`config.mk`:
```
export PLATFORM = sky130hd
export DESIGN_NAME = rot_fetch_agen
export DESIGN_NICKNAME = d
export VERILOG_FILES = /design/src/rtl/rot_fetch_agen.sv
export SDC_FILE = /design/constraint.sdc
export NUM_CORES = 2
export LEC_CHECK = 0
export BUFFER_PORTS_ARGS = -buffer_cell sky130_fd_sc_hd__buf_2
export CAP_MARGIN = 10
export CORE_UTILIZATION = 35
export DETAILED_ROUTE_END_ITERATION = 10
export PLACE_DENSITY = 0.51
export SETUP_SLACK_MARGIN = 0.3
export SYNTH_ARGS = -nofsm -noshare
export SYNTH_HDL_FRONTEND = slang
export SYNTH_SLANG_ARGS = --single-unit
```
`constraint.sdc`:
```
create_clock -name clk -period 14.7 [get_ports clk]
set_input_delay 0.735 -clock clk [delete_from_list [all_inputs] [get_ports clk]]
set_output_delay 0.735 -clock clk [all_outputs]
set_load 0.01 [all_outputs]
```
`src/rtl/rot_fetch_agen.sv`:
```
module rot_fetch_agen #(
  parameter int AW  = 32,
  parameter int CW  = 12,
  parameter int NPL = 3,
  parameter int BW  = 3
) (
  input  logic              clk,
  input  logic              rst_n,
  input  logic              sof,
  input  logic [1:0]        cfg_rot,
  input  logic [1:0]        cfg_planes_m1,
  input  logic [CW-1:0]     cfg_x,
  input  logic [CW-1:0]     cfg_y,
  input  logic [CW-1:0]     cfg_w,
  input  logic [CW-1:0]     cfg_h,
  input  logic [1:0]        cfg_hsub,
  input  logic [1:0]        cfg_vsub,
  input  logic [NPL*AW-1:0] cfg_pitch,
  input  logic [NPL*BW-1:0] cfg_bpp,
  input  logic [NPL*AW-1:0] cfg_base,
  output logic              out_valid,
  input  logic              out_ready,
  output logic [AW-1:0]     out_addr,
  output logic [1:0]        out_plane,
  output logic              out_last
);

  localparam logic [CW:0] ONE   = (CW+1)'(1);
  localparam logic [1:0]  MAXPL = 2'(NPL - 1);

  typedef enum logic [1:0] {IDLE, LOAD, RUN} state_t;

  state_t              state;
  logic [AW-1:0]       ptr;
  logic [1:0]          pl, r_last_pl, r_rot, r_hs, r_vs;
  logic [CW-1:0]       r_x, r_y, r_w, r_h;
  logic [NPL*AW-1:0]   r_pitch, r_base;
  logic [NPL*BW-1:0]   r_bpp;
  logic [CW:0]         pix, line;

  function automatic logic [AW-1:0] wx(input logic [CW:0] v);
    return {{(AW-CW-1){1'b0}}, v};
  endfunction

  logic [1:0]    hs, vs;
  logic [AW-1:0] pitch, bpp, base;
  logic [CW:0]   x_lo, x_hi, y_lo, y_hi, cols_m1, rows_m1, len_m1, cnt_m1;
  logic [CW:0]   row_s, col_s;
  logic [AW-1:0] start, pstep, lstep;

  assign hs    = (pl == 2'd0) ? 2'd0 : r_hs;
  assign vs    = (pl == 2'd0) ? 2'd0 : r_vs;
  assign pitch = r_pitch[pl*AW +: AW];
  assign base  = r_base[pl*AW +: AW];
  assign bpp   = {{(AW-BW){1'b0}}, r_bpp[pl*BW +: BW]};

  assign x_lo    = {1'b0, r_x} >> hs;
  assign x_hi    = ({1'b0, r_x} + {1'b0, r_w} - ONE) >> hs;
  assign y_lo    = {1'b0, r_y} >> vs;
  assign y_hi    = ({1'b0, r_y} + {1'b0, r_h} - ONE) >> vs;
  assign cols_m1 = ({1'b0, r_w} - ONE) >> hs;
  assign rows_m1 = ({1'b0, r_h} - ONE) >> vs;
  assign len_m1  = r_rot[0] ? rows_m1 : cols_m1;
  assign cnt_m1  = r_rot[0] ? cols_m1 : rows_m1;

  assign row_s = (r_rot == 2'd0 || r_rot == 2'd1) ? y_lo : y_hi;
  assign col_s = (r_rot == 2'd0 || r_rot == 2'd3) ? x_lo : x_hi;
  assign start = base + wx(row_s) * pitch + wx(col_s) * bpp;

  always_comb begin
    case (r_rot)
      2'd0: begin
        pstep = '0;
        lstep = pitch - (wx(cols_m1) + AW'(1)) * bpp;
      end
      2'd1: begin
        pstep = pitch - bpp;
        lstep = AW'(0) - wx(rows_m1) * pitch - (bpp << 1);
      end
      2'd2: begin
        pstep = AW'(0) - (bpp << 1);
        lstep = (wx(cols_m1) - AW'(1)) * bpp - pitch;
      end
      default: begin
        pstep = AW'(0) - pitch - bpp;
        lstep = wx(rows_m1) * pitch;
      end
    endcase
  end

  logic eol, eop;
  assign eol = (pix == len_m1);
  assign eop = eol && (line == cnt_m1);

  always_ff @(posedge clk) begin
    if (!rst_n) begin
      state     <= IDLE;
      ptr       <= '0;
      pl        <= '0;
      pix       <= '0;
      line      <= '0;
      r_last_pl <= '0;
      r_rot     <= '0;
      r_hs      <= '0;
      r_vs      <= '0;
      r_x       <= '0;
      r_y       <= '0;
      r_w       <= '0;
      r_h       <= '0;
      r_pitch   <= '0;
      r_base    <= '0;
      r_bpp     <= '0;
    end else if (sof) begin
      state     <= LOAD;
      pl        <= '0;
      r_last_pl <= (cfg_planes_m1 > MAXPL) ? MAXPL : cfg_planes_m1;
      r_rot     <= cfg_rot;
      r_hs      <= cfg_hsub;
      r_vs      <= cfg_vsub;
      r_x       <= cfg_x;
      r_y       <= cfg_y;
      r_w       <= cfg_w;
      r_h       <= cfg_h;
      r_pitch   <= cfg_pitch;
      r_base    <= cfg_base;
      r_bpp     <= cfg_bpp;
    end else begin
      case (state)
        LOAD: begin
          ptr   <= start;
          pix   <= '0;
          line  <= '0;
          state <= RUN;
        end
        RUN: if (out_ready) begin
          if (eop) begin
            if (pl == r_last_pl) state <= IDLE;
            else begin
              pl    <= pl + 2'd1;
              state <= LOAD;
            end
          end else if (eol) begin
            ptr  <= ptr + bpp + lstep;
            pix  <= '0;
            line <= line + ONE;
          end else begin
            ptr <= ptr + bpp + pstep;
            pix <= pix + ONE;
          end
        end
        default: ;
      endcase
    end
  end

  assign out_valid = (state == RUN);
  assign out_addr  = ptr;
  assign out_plane = pl;
  assign out_last  = (state == RUN) && eop && (pl == r_last_pl);


  hold_chk: assert property (@(posedge clk) disable iff (!rst_n || sof)
    (out_valid && !out_ready) |=>
      (out_valid && $stable(out_addr) && $stable(out_plane) && $stable(out_last)));


  last_end_chk: assert property (@(posedge clk) disable iff (!rst_n)
    (out_valid && out_ready && out_last && !sof) |=> !out_valid);


  plane_gap_chk: assert property (@(posedge clk) disable iff (!rst_n)
    (out_valid && out_ready && !sof) |=> (!out_valid || $stable(out_plane)));


  sof_bubble_chk: assert property (@(posedge clk) disable iff (!rst_n)
    sof |=> !out_valid);


  plane_range_chk: assert property (@(posedge clk) disable iff (!rst_n)
    out_valid |-> (out_plane <= MAXPL));

endmodule

```
# Word-level counts from Yosys, hierarchy flattened
# Cells that the tools add are included.
classes:
  n_shift: 9
  n_mux: 26
  reduce_logical: 15
  n_addsub: 24
  eq_ne: 14
  n_mul: 6
  bitwise_logic: 3
  order_cmp: 1
op_table:
  columns: ["operator", "count"]
  rows:
  - ["$pmux 32 s3", 2]
  - ["$shiftx 96x8->32", 2]
  - ["$mux 13", 10]
  - ["$add 32x32->32", 3]
  - ["$mux 32", 3]
  - ["$mul 13x32->32", 2]
  - ["$pmux 32 s2", 1]
  - ["$sub 1x32->32 const A", 2]
  - ["$sub 32x3->32", 2]
  - ["$pmux 13 s2", 2]
  - ["$shr 13x2->13", 4]
  - ["$add 32x16->32", 1]
  - ["$add 32x3->32", 1]
  - ["$sub 32x17->32", 1]
  - ["$sub 32x32->32", 1]
  - ["$sub 32x4->32", 1]
  - ["$add 12x12->13", 2]
  - ["$add 13x1->13 const B", 2]
  - ["$eq 13x13->1", 2]
  - ["$shr 12x2->13", 2]
  - ["$sub 12x1->13 const B", 2]
  - ["$sub 13x1->13 const B", 2]
  - ["$mul 14x4->18", 1]
  - ["$mul 14x3->17", 1]
  - ["27 further kinds", 46]
word_totals:
  out_inout_bits: 36
  elab_cells: 115
  ff_bits: 319

# Longest topological paths before layout
depth:
  word_depth: 12
  mapped_depth: 60

# Worst setup path before layout
# Ideal clock, no wire load.
synth_path:
  path_kind: "reg-to-reg"
  startpoint: "reg pl[0] (netlist: out_plane[0])"
  endpoint: "reg ptr[31] (netlist: out_addr[31])"
  setup_slack_ns: 2.737
  stages_incl_launch_ff: 50
  path_buffers: 8
  t_arrival_ns: 11.827
  required_ns: 14.564
  period_less_slack_ns: 11.963
  path_cell_list: "dfxtp_1 buf_1 buf_2 buf_1 buf_2 buf_1 buf_1 mux2i_1 o22ai_1 clkbuf_1 buf_1 nand2_1 fa_1 fa_1 fa_1 inv_1 fa_1 inv_1 (+14 left out) nor2_1 a21oi_1 a211oi_1 xnor2_1 a221oi_1 nor2_1 o311a_1 ha_1 and3_1 and3_1 nand2_1 a31oi_1 o21ai_0 nand2b_1 xnor2_1 or4_1 a21boi_0 o32ai_1"
synth_via:
  elab_chain_len: 12
  elab_cells_between_ends: 48
  classes_between: "15 x add/sub; 6 x mul; 3 x eq/ne; 9 x shift; 12 x mux; 3 x reduce/logical"
synth_lines:
  columns: ["item", "line", "source"]
  rows:
  - ["start, declared", "35", "logic [1:0] pl, r_last_pl, r_rot, r_hs, r_vs;"]
  - ["start signal, assigned", "139", "pl <= pl + 2'd1;"]
  - ["parallel branches: the longest is 12 deep, another holds $mul 13x32->32", null, null]
  - ["end signal, assigned", "130", "ptr <= start;"]
  - ["end signal, assigned", "143", "ptr <= ptr + bpp + lstep;"]
  - ["end signal, assigned", "147", "ptr <= ptr + bpp + pstep;"]
  - ["end, declared", "34", "logic [AW-1:0] ptr;"]
# Several ways; the timed one is not identified. The select of a mux whose other input is x is not followed.
# A chain may end at the register's enable or synchronous reset.

# Worst setup path in the final report
layout_path:
  startpoint: "reg pl[1] (netlist: out_plane[1])"
  endpoint: "reg ptr[31] (netlist: out_addr[31])"
# Same word-level chain as after synthesis.

==> impl_metrics.env <==
export IMPL_drv_cap=0
export IMPL_coreArea_mm2=0.146
export IMPL_r2r_slack_ns=1.62
export IMPL_min_path_type="primary input to flip-flop"
export IMPL_n_fill_cell=15200
export IMPL_setup_slack_ns=1.62
export IMPL_end_kind="flip-flop"
export IMPL_mostFrequentLayoutCells="inv_1, nand2_1, nor2_1"
export IMPL_grt_busiest_layer="met2"
export IMPL_ys_flop_type="dfxtp_1"
export IMPL_netlist_area_mm2=0.0516
export IMPL_htreeDepth=2
export IMPL_clk_pin_slew_ns=0.09
export IMPL_synthAdderAreaFrac_pct=34.2
export IMPL_cts_sinks=319
export IMPL_ys_ff_latch=319
export IMPL_cts_made_buffers=39
export IMPL_setup_violations_final=0
export IMPL_grt_max_degree=135
export IMPL_synthCells=6393
export IMPL_io_buffers=296
export IMPL_slew_headroom_pct=22.9
export IMPL_worstMarginPinSlew_ns=1.16
export IMPL_synth_fp_nets=7686
export IMPL_cts_max_path_buffers=3
export IMPL_die_w_um=386
export IMPL_post_route_period_util_pct=89.0
export IMPL_drc=0
export IMPL_synth_edf_count=0
export IMPL_use_met1_pct=33.7
export IMPL_outcome="finished clean"
export IMPL_cts_tree="done"
export IMPL_yosys_area_share_simple_pct=17.3
export IMPL_drv_slew=0
export IMPL_wl_mm=190
export IMPL_ant_nets=0
export IMPL_yosysUniqueCellTypes=101
export IMPL_overflow=0
export IMPL_crit_type="flip-flop to flip-flop"
export IMPL_syn_area_per_cell_um2=8.07
export IMPL_synth_top_family_by_area="adder cells"
export IMPL_critPathMaxStageDelay_ns=0.80
export IMPL_cp_start_kind="flip-flop"
export IMPL_use_met2_pct=42.3
export IMPL_die_height_um=386
export IMPL_grt_pass1_wl_mm=289
export IMPL_num_nets_final=7819
export IMPL_rsz0062_at_grt="no"
export IMPL_min_path_cells=3
export IMPL_slowest_stage="nor3_2"
export IMPL_vias=45300
export IMPL_die_area_mm2=0.149
export IMPL_via_per_inst=5.35
export IMPL_async_flop_share_pct=0
export IMPL_ctsHoldBuffers=0
export IMPL_met3_usage_pct=4.78
export IMPL_utilization_pct=38.9
export IMPL_fmax_ghz=0.0764
export IMPL_ir_worst_vdd_mv=0.171
export IMPL_first_global_vias=46100
export IMPL_setup_tns_ns=0
export IMPL_wire_per_inst_um=22.4
export IMPL_seq_area_frac_synth_pct=12.4
export IMPL_critPathTopFamily="adder cells"
export IMPL_worstSkewPairLatency_ns=0.63
export IMPL_globalplace_congestion=0.921
export IMPL_fin_crit_ns=13.08
export IMPL_dp_hpwl_mm=152
export IMPL_critPathArrivalTime_ns=13.57
export IMPL_ios=297
export IMPL_total_power_mw=7.29
export IMPL_start_util_pct=35.4
export IMPL_hold_viol=0
export IMPL_mostFrequentLayoutCell="inv_1"
export IMPL_crit_cells=45
export IMPL_gr_usage_all_layers_pct=25.5
export IMPL_muxShareOfSynthArea_pct=8.02
export IMPL_worstPathMaxFanout=35
export IMPL_firstDrtPassIters=5
export IMPL_ff2ff_path_depth=45
export IMPL_required_ns=15.19
export IMPL_crit_buf_inv=6
export IMPL_synth_compound_area_share_pct=12.5
export IMPL_cts_resized=0
export IMPL_synth_xor_area_share_pct=6.42
export IMPL_syn_to_final_growth_pct=9.99
export IMPL_drive_above_1_share_pct=9.24
export IMPL_drt_iter0_drc=3134
export IMPL_num_rows=140
export IMPL_antenna_found_initial=26
export IMPL_pre_cts_slack_ns=1.71
export IMPL_yosys_warnings=0
export IMPL_p_leak_nw=25.9
export IMPL_powerDensity_mw_per_mm2=129
export IMPL_fin_skew_ns=0.0699
export IMPL_post_cts_buffers=0
export IMPL_cts_root_buffer="clkbuf_16"
==> final timing paths <==
path,start,to
min,cfg_pitch[72],r_pitch[72]
max,out_plane[1],out_addr[31]
min reg2reg,r_last_pl[0],r_last_pl[0]
max reg2reg,out_plane[1],out_addr[31]
==> metal layers <==
| metal | up-vias | part of all wire [%] |
|---|---|---|
| li1 | 21100 | - |
| met1 | 22400 | 43 |
| met2 | 1565 | 46 |
| met3 | 280 | 7.4 |
| met4 | 34 | 3.3 |
| met5 | - | 0.10 |
==> Yosys cell counts (all sizes together), types with 75 or more instances <==
master    n  share of area, %
a21oi   253               2.5
o21ai   172               1.7
inv     913               6.6
nor2    756               5.5
xor2    101               1.7
nand3    89              0.89
dfxtp   319                12
mux2i   383               7.5
ha      404               9.8
nand2   774               5.6
buf      75              0.61
xnor2   267               4.5
clkbuf  255               1.9
a21o    103               1.5
fa      628                24
==> area by class of cell <==
| cell class | instances | area, um2 | share of cell area, % |
|---|---|---|---|
| clock inverter | 17 | 203 | 0.357 |
| antenna | 4 | 10.0 | 0.0176 |
| tap | 1917 | 2400 | 4.23 |
| clock buffer | 54 | 1110 | 1.96 |
| sequential | 319 | 6390 | 11.3 |
| multi-input combinational | 4815 | 40700 | 71.7 |
| inverter | 929 | 3490 | 6.16 |
| timing repair buffer | 422 | 2450 | 4.32 |
==> kinds of logic (layout without fill, tap and decap cells) <==
| family | Yosys count | count (layout) |
|---|---|---|
| AND/OR/NAND/NOR | 2032 | 2032 |
| AO/OA/AOI/OAI | 978 | 978 |
| adder cells (fa/ha/maj) | 1032 | 1032 |
| other | 0 | 4 |
| XOR/XNOR | 372 | 372 |
| flip-flops | 319 | 319 |
| buffers and inverters | 1259 | 1422 |
| multiplexers | 401 | 401 |
==> power by group <==
group | switching [mW] | leakage [nW] | total (mW) | internal [mW]
clock | 0.445 | 0.646 | 1.02 | 0.574
sequential | 0.0517 | 2.63 | 0.970 | 0.918
combinational | 3.19 | 22.6 | 5.30 | 2.11
==> registers in the layout (all words and copies together), names as in the netlist, 9 cells and up <==
name	count
line	13
pix	13
r_x	12
r_w	12
r_pitch	96
r_base	96
out_addr	32
r_h	12
r_y	12
r_bpp	9
==> worst register-to-register path, delay by kind of cell, from the launching register on <==
family | cells | cell delay (ns)
DFF | 1 | 0.56
AOI/OAI and AO/OA | 13 | 3.41
buffers and inverters | 6 | 1.01
and+or+nand+nor | 14 | 3.47
adders and majority gates | 9 | 3.89
xor gates and xnor gates | 3 | 0.64
==> stage by stage <==
| step | hold WS, ns | cells | area, um2 |
|---|---|---|---|
| 2_1_floorplan | 0.454 | 6393 | 51600 |
| 3_3_place_gp | 0.468 | 8401 | 55400 |
| 3_5_place_dp | 0.480 | 8401 | 55400 |
| 4_1_cts | 0.334 | 8472 | 56700 |
| 5_1_grt | 0.361 | 8475 | 56700 |
| 6_report | 0.359 | 8477 | 56700 |
Note: power is estimated with default switching activity, not from simulation.
